File: src/rtl/ucd_pkg.sv
package ucd_pkg;

    localparam int CMP_W = 12;

    typedef enum logic [2:0] {
        ST_READ, ST_UNL1, ST_UNL2, ST_PGM,
        ST_ESET, ST_EUNL1, ST_EUNL2, ST_ASEL
    } dec_state_e;

    typedef enum logic [2:0] {
        OP_NONE, OP_PROG, OP_BLK, OP_CHIP, OP_SUSP, OP_RES
    } op_e;

    localparam logic [7:0] C_KEY_A   = 8'hAA;
    localparam logic [7:0] C_KEY_B   = 8'h55;
    localparam logic [7:0] C_ASEL    = 8'h90;
    localparam logic [7:0] C_PGM     = 8'hA0;
    localparam logic [7:0] C_ESET    = 8'h80;
    localparam logic [7:0] C_RESET   = 8'hF0;
    localparam logic [7:0] C_SUSP    = 8'hB0;
    localparam logic [7:0] C_RESUME  = 8'h30;
    localparam logic [7:0] C_BLK     = 8'h30;
    localparam logic [7:0] C_CHIP    = 8'h10;
    localparam logic [7:0] ID_MFR    = 8'h20;
    localparam logic [7:0] ID_DEV_B  = 8'h5B;
    localparam logic [7:0] ID_DEV_T  = 8'hD7;

    // Unlock address for the first (second=0) or second key cycle
    function automatic logic [CMP_W-1:0] key_addr(input logic byte_mode, input logic second);
        if (byte_mode) return second ? 12'h555 : 12'hAAA;
        else           return second ? 12'h2AA : 12'h555;
    endfunction

endpackage

File: src/rtl/ucd_bus_capture.sv
module ucd_bus_capture #(
    parameter int AW = 20,
    parameter int DW = 16
) (
    input  logic          clk,
    input  logic          rst,
    input  logic          ce_n,
    input  logic          we_n,
    input  logic          lockout,
    input  logic [AW-1:0] addr_in,
    input  logic [DW-1:0] data_in,
    output logic          wr_done,
    output logic [AW-1:0] wr_addr,
    output logic [DW-1:0] wr_data
);
    logic act, act_q, lk_seen;
    logic [AW-1:0] addr_q;
    logic [DW-1:0] data_q;

    assign act = !ce_n && !we_n;

    always_ff @(posedge clk) begin
        if (rst) begin
            act_q   <= 1'b0;
            lk_seen <= 1'b0;
            addr_q  <= '0;
            data_q  <= '0;
        end else begin
            act_q <= act;
            if (act && !act_q) begin
                addr_q  <= addr_in;
                lk_seen <= lockout;
            end else if (act) begin
                lk_seen <= lk_seen | lockout;
            end
            if (act) data_q <= data_in;
        end
    end

    assign wr_done = act_q && !act && !lockout && !lk_seen;
    assign wr_addr = addr_q;
    assign wr_data = data_q;
endmodule

File: src/rtl/ucd_cmd_fsm.sv
module ucd_cmd_fsm
    import ucd_pkg::*;
#(
    parameter int AW = 20,
    parameter int DW = 16
) (
    input  logic          clk,
    input  logic          rst,
    input  logic          wr_done,
    input  logic [AW-1:0] wr_addr,
    input  logic [DW-1:0] wr_data,
    input  logic          byte_mode,
    input  logic          busy,
    output dec_state_e    state,
    output op_e           op,
    output logic [AW-1:0] op_addr,
    output logic [DW-1:0] op_data
);
    dec_state_e nxt;
    op_e        nop;
    logic       k1, k2;
    logic [7:0] code;

    assign code = wr_data[7:0];
    assign k1   = wr_addr[CMP_W-1:0] == key_addr(byte_mode, 1'b0);
    assign k2   = wr_addr[CMP_W-1:0] == key_addr(byte_mode, 1'b1);

    always_comb begin
        nxt = state;
        nop = OP_NONE;
        if (wr_done) begin
            case (state)
                ST_READ, ST_ASEL: begin
                    if (code == C_RESET) nxt = ST_READ;
                    else if (busy) begin
                        if (code == C_SUSP) nop = OP_SUSP;
                    end else if (code == C_KEY_A && k1) nxt = ST_UNL1;
                    else begin
                        nxt = ST_READ;
                        if (code == C_RESUME) nop = OP_RES;
                    end
                end
                ST_UNL1:  nxt = (code == C_KEY_B && k2) ? ST_UNL2 : ST_READ;
                ST_UNL2: begin
                    nxt = ST_READ;
                    if (k1 && code == C_ASEL) nxt = ST_ASEL;
                    else if (k1 && code == C_PGM) nxt = ST_PGM;
                    else if (k1 && code == C_ESET) nxt = ST_ESET;
                end
                ST_PGM: begin
                    nop = OP_PROG;
                    nxt = ST_READ;
                end
                ST_ESET:  nxt = (code == C_KEY_A && k1) ? ST_EUNL1 : ST_READ;
                ST_EUNL1: nxt = (code == C_KEY_B && k2) ? ST_EUNL2 : ST_READ;
                ST_EUNL2: begin
                    nxt = ST_READ;
                    if (code == C_BLK) nop = OP_BLK;
                    else if (code == C_CHIP && k1) nop = OP_CHIP;
                end
                default:  nxt = ST_READ;
            endcase
        end
    end

    always_ff @(posedge clk) begin
        if (rst) begin
            state   <= ST_READ;
            op      <= OP_NONE;
            op_addr <= '0;
            op_data <= '0;
        end else begin
            state <= nxt;
            op    <= nop;
            if (wr_done) begin
                op_addr <= wr_addr;
                op_data <= wr_data;
            end
        end
    end
endmodule

File: src/rtl/ucd_id_rom.sv
module ucd_id_rom
    import ucd_pkg::*;
#(
    parameter int AW          = 20,
    parameter int DW          = 16,
    parameter bit BOTTOM_BOOT = 1'b1
) (
    input  logic          asel,
    input  logic          byte_mode,
    input  logic [AW-1:0] addr_in,
    output logic [DW-1:0] id_data
);
    localparam logic [7:0] DEV_CODE = BOTTOM_BOOT ? ID_DEV_B : ID_DEV_T;
    logic [AW-1:0] dev_loc;

    assign dev_loc = byte_mode ? AW'(2) : AW'(1);

    always_comb begin
        id_data = '0;
        if (asel) begin
            if (addr_in == '0)          id_data = DW'(ID_MFR);
            else if (addr_in == dev_loc) id_data = DW'(DEV_CODE);
        end
    end
endmodule

File: src/rtl/unlock_cmd_decoder.sv
module unlock_cmd_decoder
    import ucd_pkg::*;
#(
    parameter int AW          = 20,
    parameter int DW          = 16,
    parameter bit BOTTOM_BOOT = 1'b1
) (
    input  logic          clk,
    input  logic          rst,
    input  logic          ce_n,
    input  logic          we_n,
    input  logic          byte_mode,
    input  logic          lockout,
    input  logic          busy,
    input  logic [AW-1:0] addr_in,
    input  logic [DW-1:0] data_in,
    output logic          prog_req,
    output logic          blk_erase_req,
    output logic          chip_erase_req,
    output logic          suspend_req,
    output logic          resume_req,
    output logic [AW-1:0] req_addr,
    output logic [DW-1:0] req_data,
    output logic          asel_active,
    output logic [DW-1:0] id_data
);
    logic          wr_done;
    logic [AW-1:0] wr_addr;
    logic [DW-1:0] wr_data;
    dec_state_e    state;
    op_e           op;

    ucd_bus_capture #(.AW(AW), .DW(DW)) u_cap (
        .clk(clk), .rst(rst), .ce_n(ce_n), .we_n(we_n), .lockout(lockout),
        .addr_in(addr_in), .data_in(data_in),
        .wr_done(wr_done), .wr_addr(wr_addr), .wr_data(wr_data)
    );

    ucd_cmd_fsm #(.AW(AW), .DW(DW)) u_fsm (
        .clk(clk), .rst(rst), .wr_done(wr_done), .wr_addr(wr_addr),
        .wr_data(wr_data), .byte_mode(byte_mode), .busy(busy),
        .state(state), .op(op), .op_addr(req_addr), .op_data(req_data)
    );

    assign asel_active = (state == ST_ASEL);

    ucd_id_rom #(.AW(AW), .DW(DW), .BOTTOM_BOOT(BOTTOM_BOOT)) u_id (
        .asel(asel_active), .byte_mode(byte_mode), .addr_in(addr_in),
        .id_data(id_data)
    );

    assign prog_req       = (op == OP_PROG);
    assign blk_erase_req  = (op == OP_BLK);
    assign chip_erase_req = (op == OP_CHIP);
    assign suspend_req    = (op == OP_SUSP);
    assign resume_req     = (op == OP_RES);
endmodule

File: config.mk
export PLATFORM = sky130hd
export DESIGN_NAME = unlock_cmd_decoder
export DESIGN_NICKNAME = d
export VERILOG_FILES = /design/src/rtl/ucd_pkg.sv /design/src/rtl/ucd_bus_capture.sv /design/src/rtl/ucd_cmd_fsm.sv /design/src/rtl/ucd_id_rom.sv /design/src/rtl/unlock_cmd_decoder.sv
export SDC_FILE = /design/constraint.sdc
export NUM_CORES = 1
export LEC_CHECK = 0
export BUFFER_PORTS_ARGS = -buffer_cell sky130_fd_sc_hd__buf_2
export CORE_UTILIZATION = 46
export DETAILED_ROUTE_END_ITERATION = 12
export GPL_TIMING_DRIVEN = 0
export PLACE_DENSITY = 0.87
export SLEW_MARGIN = 5
export SYNTH_ARGS = -nofsm -noshare
export SYNTH_HDL_FRONTEND = slang
export SYNTH_SLANG_ARGS = --single-unit
File: constraint.sdc
create_clock -name clk -period 1.4 [get_ports clk]
set_input_delay 0.07 -clock clk [delete_from_list [all_inputs] [get_ports clk]]
set_output_delay 0.07 -clock clk [all_outputs]
set_load 0.01 [all_outputs]
==> results.md <==
* Hold Path End: u_cap.wr_data[4]
* TritonCTS clock tree: built
* Critical path class: register to output port
* Max Slew Vio Count at 0
* Die Y at 87.4 microns
* Detailed placer's ending HPWL at 6390 microns
* Synth area leaders: dfxtp_1, nand2_1, a21oi_1
* Gate Count Post-Synth at between 400 and 500
* Seq cells post-synth at 80
* RSZ-0062 raised after global routing: true
* GR Util met3 at 0.0408
* Clk slew on worst S/H paths at 0.08 ns
* # rows at 30
* Seq/Total Area, Yosys at 0.477
* Layout cells sized above 1 at 0.307
* Placer Congestion at 0.945
* Hold Crit Class: input pin to register
* Slew @ Worst Pin at just under 0.6 ns
* H-Tree Depth at 3
* DRT Pass-1 Iters at 5
* GRT met1 Usage at 0.340
* Area post-placement at 0.00395 sq mm
* Status: finished with violations
* Yosys top cell by area: dfxtp_1
* Clk_lat worst skew at ~0.35 ns
* WHS Path Cells at 4
* Synth top cells by count: nand2_1, dfxtp_1, a21oi_1
* Multi-input gate area at 0.00167 sq mm
* Clk buf depth at 2
* Core area at 0.00691 sq mm
* HP Start: we_n
* Final hold violation count at 0
* IO buf count at 89
* GRT overflow at 0
* Total number of vias at 3739
* Async set-reset flop share out of synthesis at 0
* 1st-iter DRT viols at 497
* R2R depth at 8
* Vias in the first global route at ~3300
* Initial antenna violation count at 0
* Clock sinks at 80
* Die width at ~87 microns
* Mapped Avg Cell Area at 7.71 sq um
* Failing checks: negative setup slack
* GRT Total Usage at 0.264
* Flop2flop setup slack at -0.32 ns
* Routed Antenna Nets at 0
* Most Used Layer, Global Route: met2
* First-pass GRT wire length at 15700 microns
* Layout area overhead at 43.2%
* Design Power at ~4.8 mW
* Root Driver: clkbuf_8
* CP startpoint kind: register
* Max-cap violation count at 0
* Distinct cell type count after synthesis at 45
* Number of synthesized flops with an enable pin at 0
* Synth warn at 0
* Final worst slack at -0.361 ns
* DRC errors left at 0
* WL final at 10500 microns
* Reg2Reg Capture Point: u_fsm.op[0]
* Top-area cell type share of the netlist area at 0.477
* WL/cell at 15.3 microns
* Pleak at between 1.5 and 2 nW
* Num ports at approximately 100
* Fill count at 548
* Period minus WS final at approximately 1.8 ns
* Worst slew margin at 0.610
* Final nets at roughly 630
* Sequential cell area at 0.00163 sq mm
* Main flop type after synthesis: dfxtp_1
* Arrival time at the worst endpoint at 1.69 ns
* Diode count at 0
* Highest Clock Rate at 0.568 GHz
* Largest net degree at the start of global routing at 15
* CTS buffer count at 9
* Die Area at 0.00764 sq mm
* Post-layout util at 0.695
* CP endpoint kind: output port
* Fin area at 0.00480 sq mm
* CP required at roughly 1.3 ns
* Worst VDD drop at just over 0.0007 V
* Top-count cell post-synth: nand2_1
* Initial core utilization at 0.486
* Pwr Density at 996 mW/mm^2
* Via density at 5.43
* Final period util at 1.26
* Reg2reg start: u_fsm.state[1]
* Final setup fails at 11
* Global-route met2 utilization at 0.443
* Crit Path Max Fanout at 5
* Mapped Area at 0.00335 sq mm
* Max Clock Skew at roughly 0.0086 ns
-- registers in the layout, indices dropped and copies added (netlist names) --
| signal | flops |
|---|---|
| u_cap.lk_seen | 1 |
| u_fsm.op_addr | 20 |
| u_cap.wr_data | 16 |
| u_cap.act_q | 1 |
| u_fsm.op_data | 16 |
| u_fsm.state | 3 |
| u_cap.wr_addr | 20 |
| u_fsm.op | 3 |
-- metrics by stage --
| step | TNS (ns) | hold WS (ns) | cells | setup slack, ns |
|---|---|---|---|---|
| 3_5_place_dp | -5.55 | 0.318 | 629 | -0.268 |
| 3_3_place_gp | -4.26 | 0.311 | 629 | -0.222 |
| 5_1_grt | -3.86 | 0.162 | 689 | -0.428 |
| 2_1_floorplan | 0 | 0.189 | 444 | 0.0140 |
| 4_1_cts | -2.84 | 0.0913 | 686 | -0.459 |
| 6_report | -3.19 | 0.127 | 689 | -0.361 |
-- critical path, stage by stage, from the launching register on --
cell and delay (ns):
dfxtp_4 0.36, and3_4 0.18, nand4_1 0.14, nor4_2 0.22
and2_4 0.22, buf_4 0.12, buf_6 0.09
-- area by class of cell --
type	count	area share
timing repair buffer	133	0.188
tap	96	0.0250
buffer	40	0.0511
multi-input combinational	324	0.348
clock inverter	6	0.0190
clock buffer	10	0.0287
sequential	80	0.340
-- where the power goes --
part | internal (mW) | total, mW | switching (mW) | leakage (nW)
Sequential | 2.33 | 2.38 | 0.0589 | 0.657
Clock | 1.06 | 1.92 | 0.863 | 0.117
Combinational | 0.220 | 0.473 | 0.253 | 1.19
-- placed cells by master (no fill, tap or decap), drive strengths merged, types with 2 or more instances in the layout --
master / synthesis / layout
nor3: 4 / 4
nand4: 3 / 3
and4bb: 2 / 2
conb: 1 / 10
a21oi: 75 / 75
nor2b: 2 / 2
nor3b: 7 / 7
nor4: 8 / 8
nor2: 14 / 14
nand3: 9 / 9
or2: 2 / 2
buf: 23 / 121
dfxtp: 80 / 80
bufinv: 0 / 2
a211oi: 2 / 2
dlygate4sd3: 0 / 37
clkbuf: 17 / 25
and3b: 3 / 3
a22oi: 3 / 3
nand2: 154 / 154
a31oi: 2 / 2
and3: 4 / 4
o21ai: 4 / 4
clkinv: 0 / 3
-- cell families after synthesis --
| logic type | Yosys count | synth area share |
|---|---|---|
| simple gates | 220 | 0.300 |
| compound gates | 91 | 0.146 |
| flops | 80 | 0.477 |
| buf+inv | 40 | 0.0675 |
| xor+xnor | 2 | 0.00522 |
| mux | 1 | 0.00298 |
| other cells | 1 | 0.00112 |
-- timing repair --
item	4_1_cts	5_1_grt
hold buffers	37	0
pin swaps	8	9
resized for setup	34	31
setup buffers	4	3
setup endpoints to repair	41	47
endpoints found under the hold margin	37	0
-- layer usage --
metal | wire (microns) | vias up
met2 | 5170 | 228
met4 | 323 | 0
met3 | 744 | 39
met5 | 0 | -
met1 | 4300 | 1720
li1 | - | 1752
-- worst max-delay path by stage --
stage                    from    endpoint  slack, ns  cells after the start
5_1_grt        u_fsm.state[1]  id_data[3]      -0.43                      6
4_1_cts        u_fsm.state[1]  id_data[1]      -0.46                      6
3_3_place_gp      addr_in[19]  id_data[3]      -0.22                      7
6_report       u_fsm.state[0]  id_data[3]      -0.36                      6
3_5_place_dp      addr_in[19]  id_data[1]      -0.27                      7
2_1_floorplan  u_fsm.state[0]  id_data[1]       0.01                      5
Power figures use the tool's default switching activity.
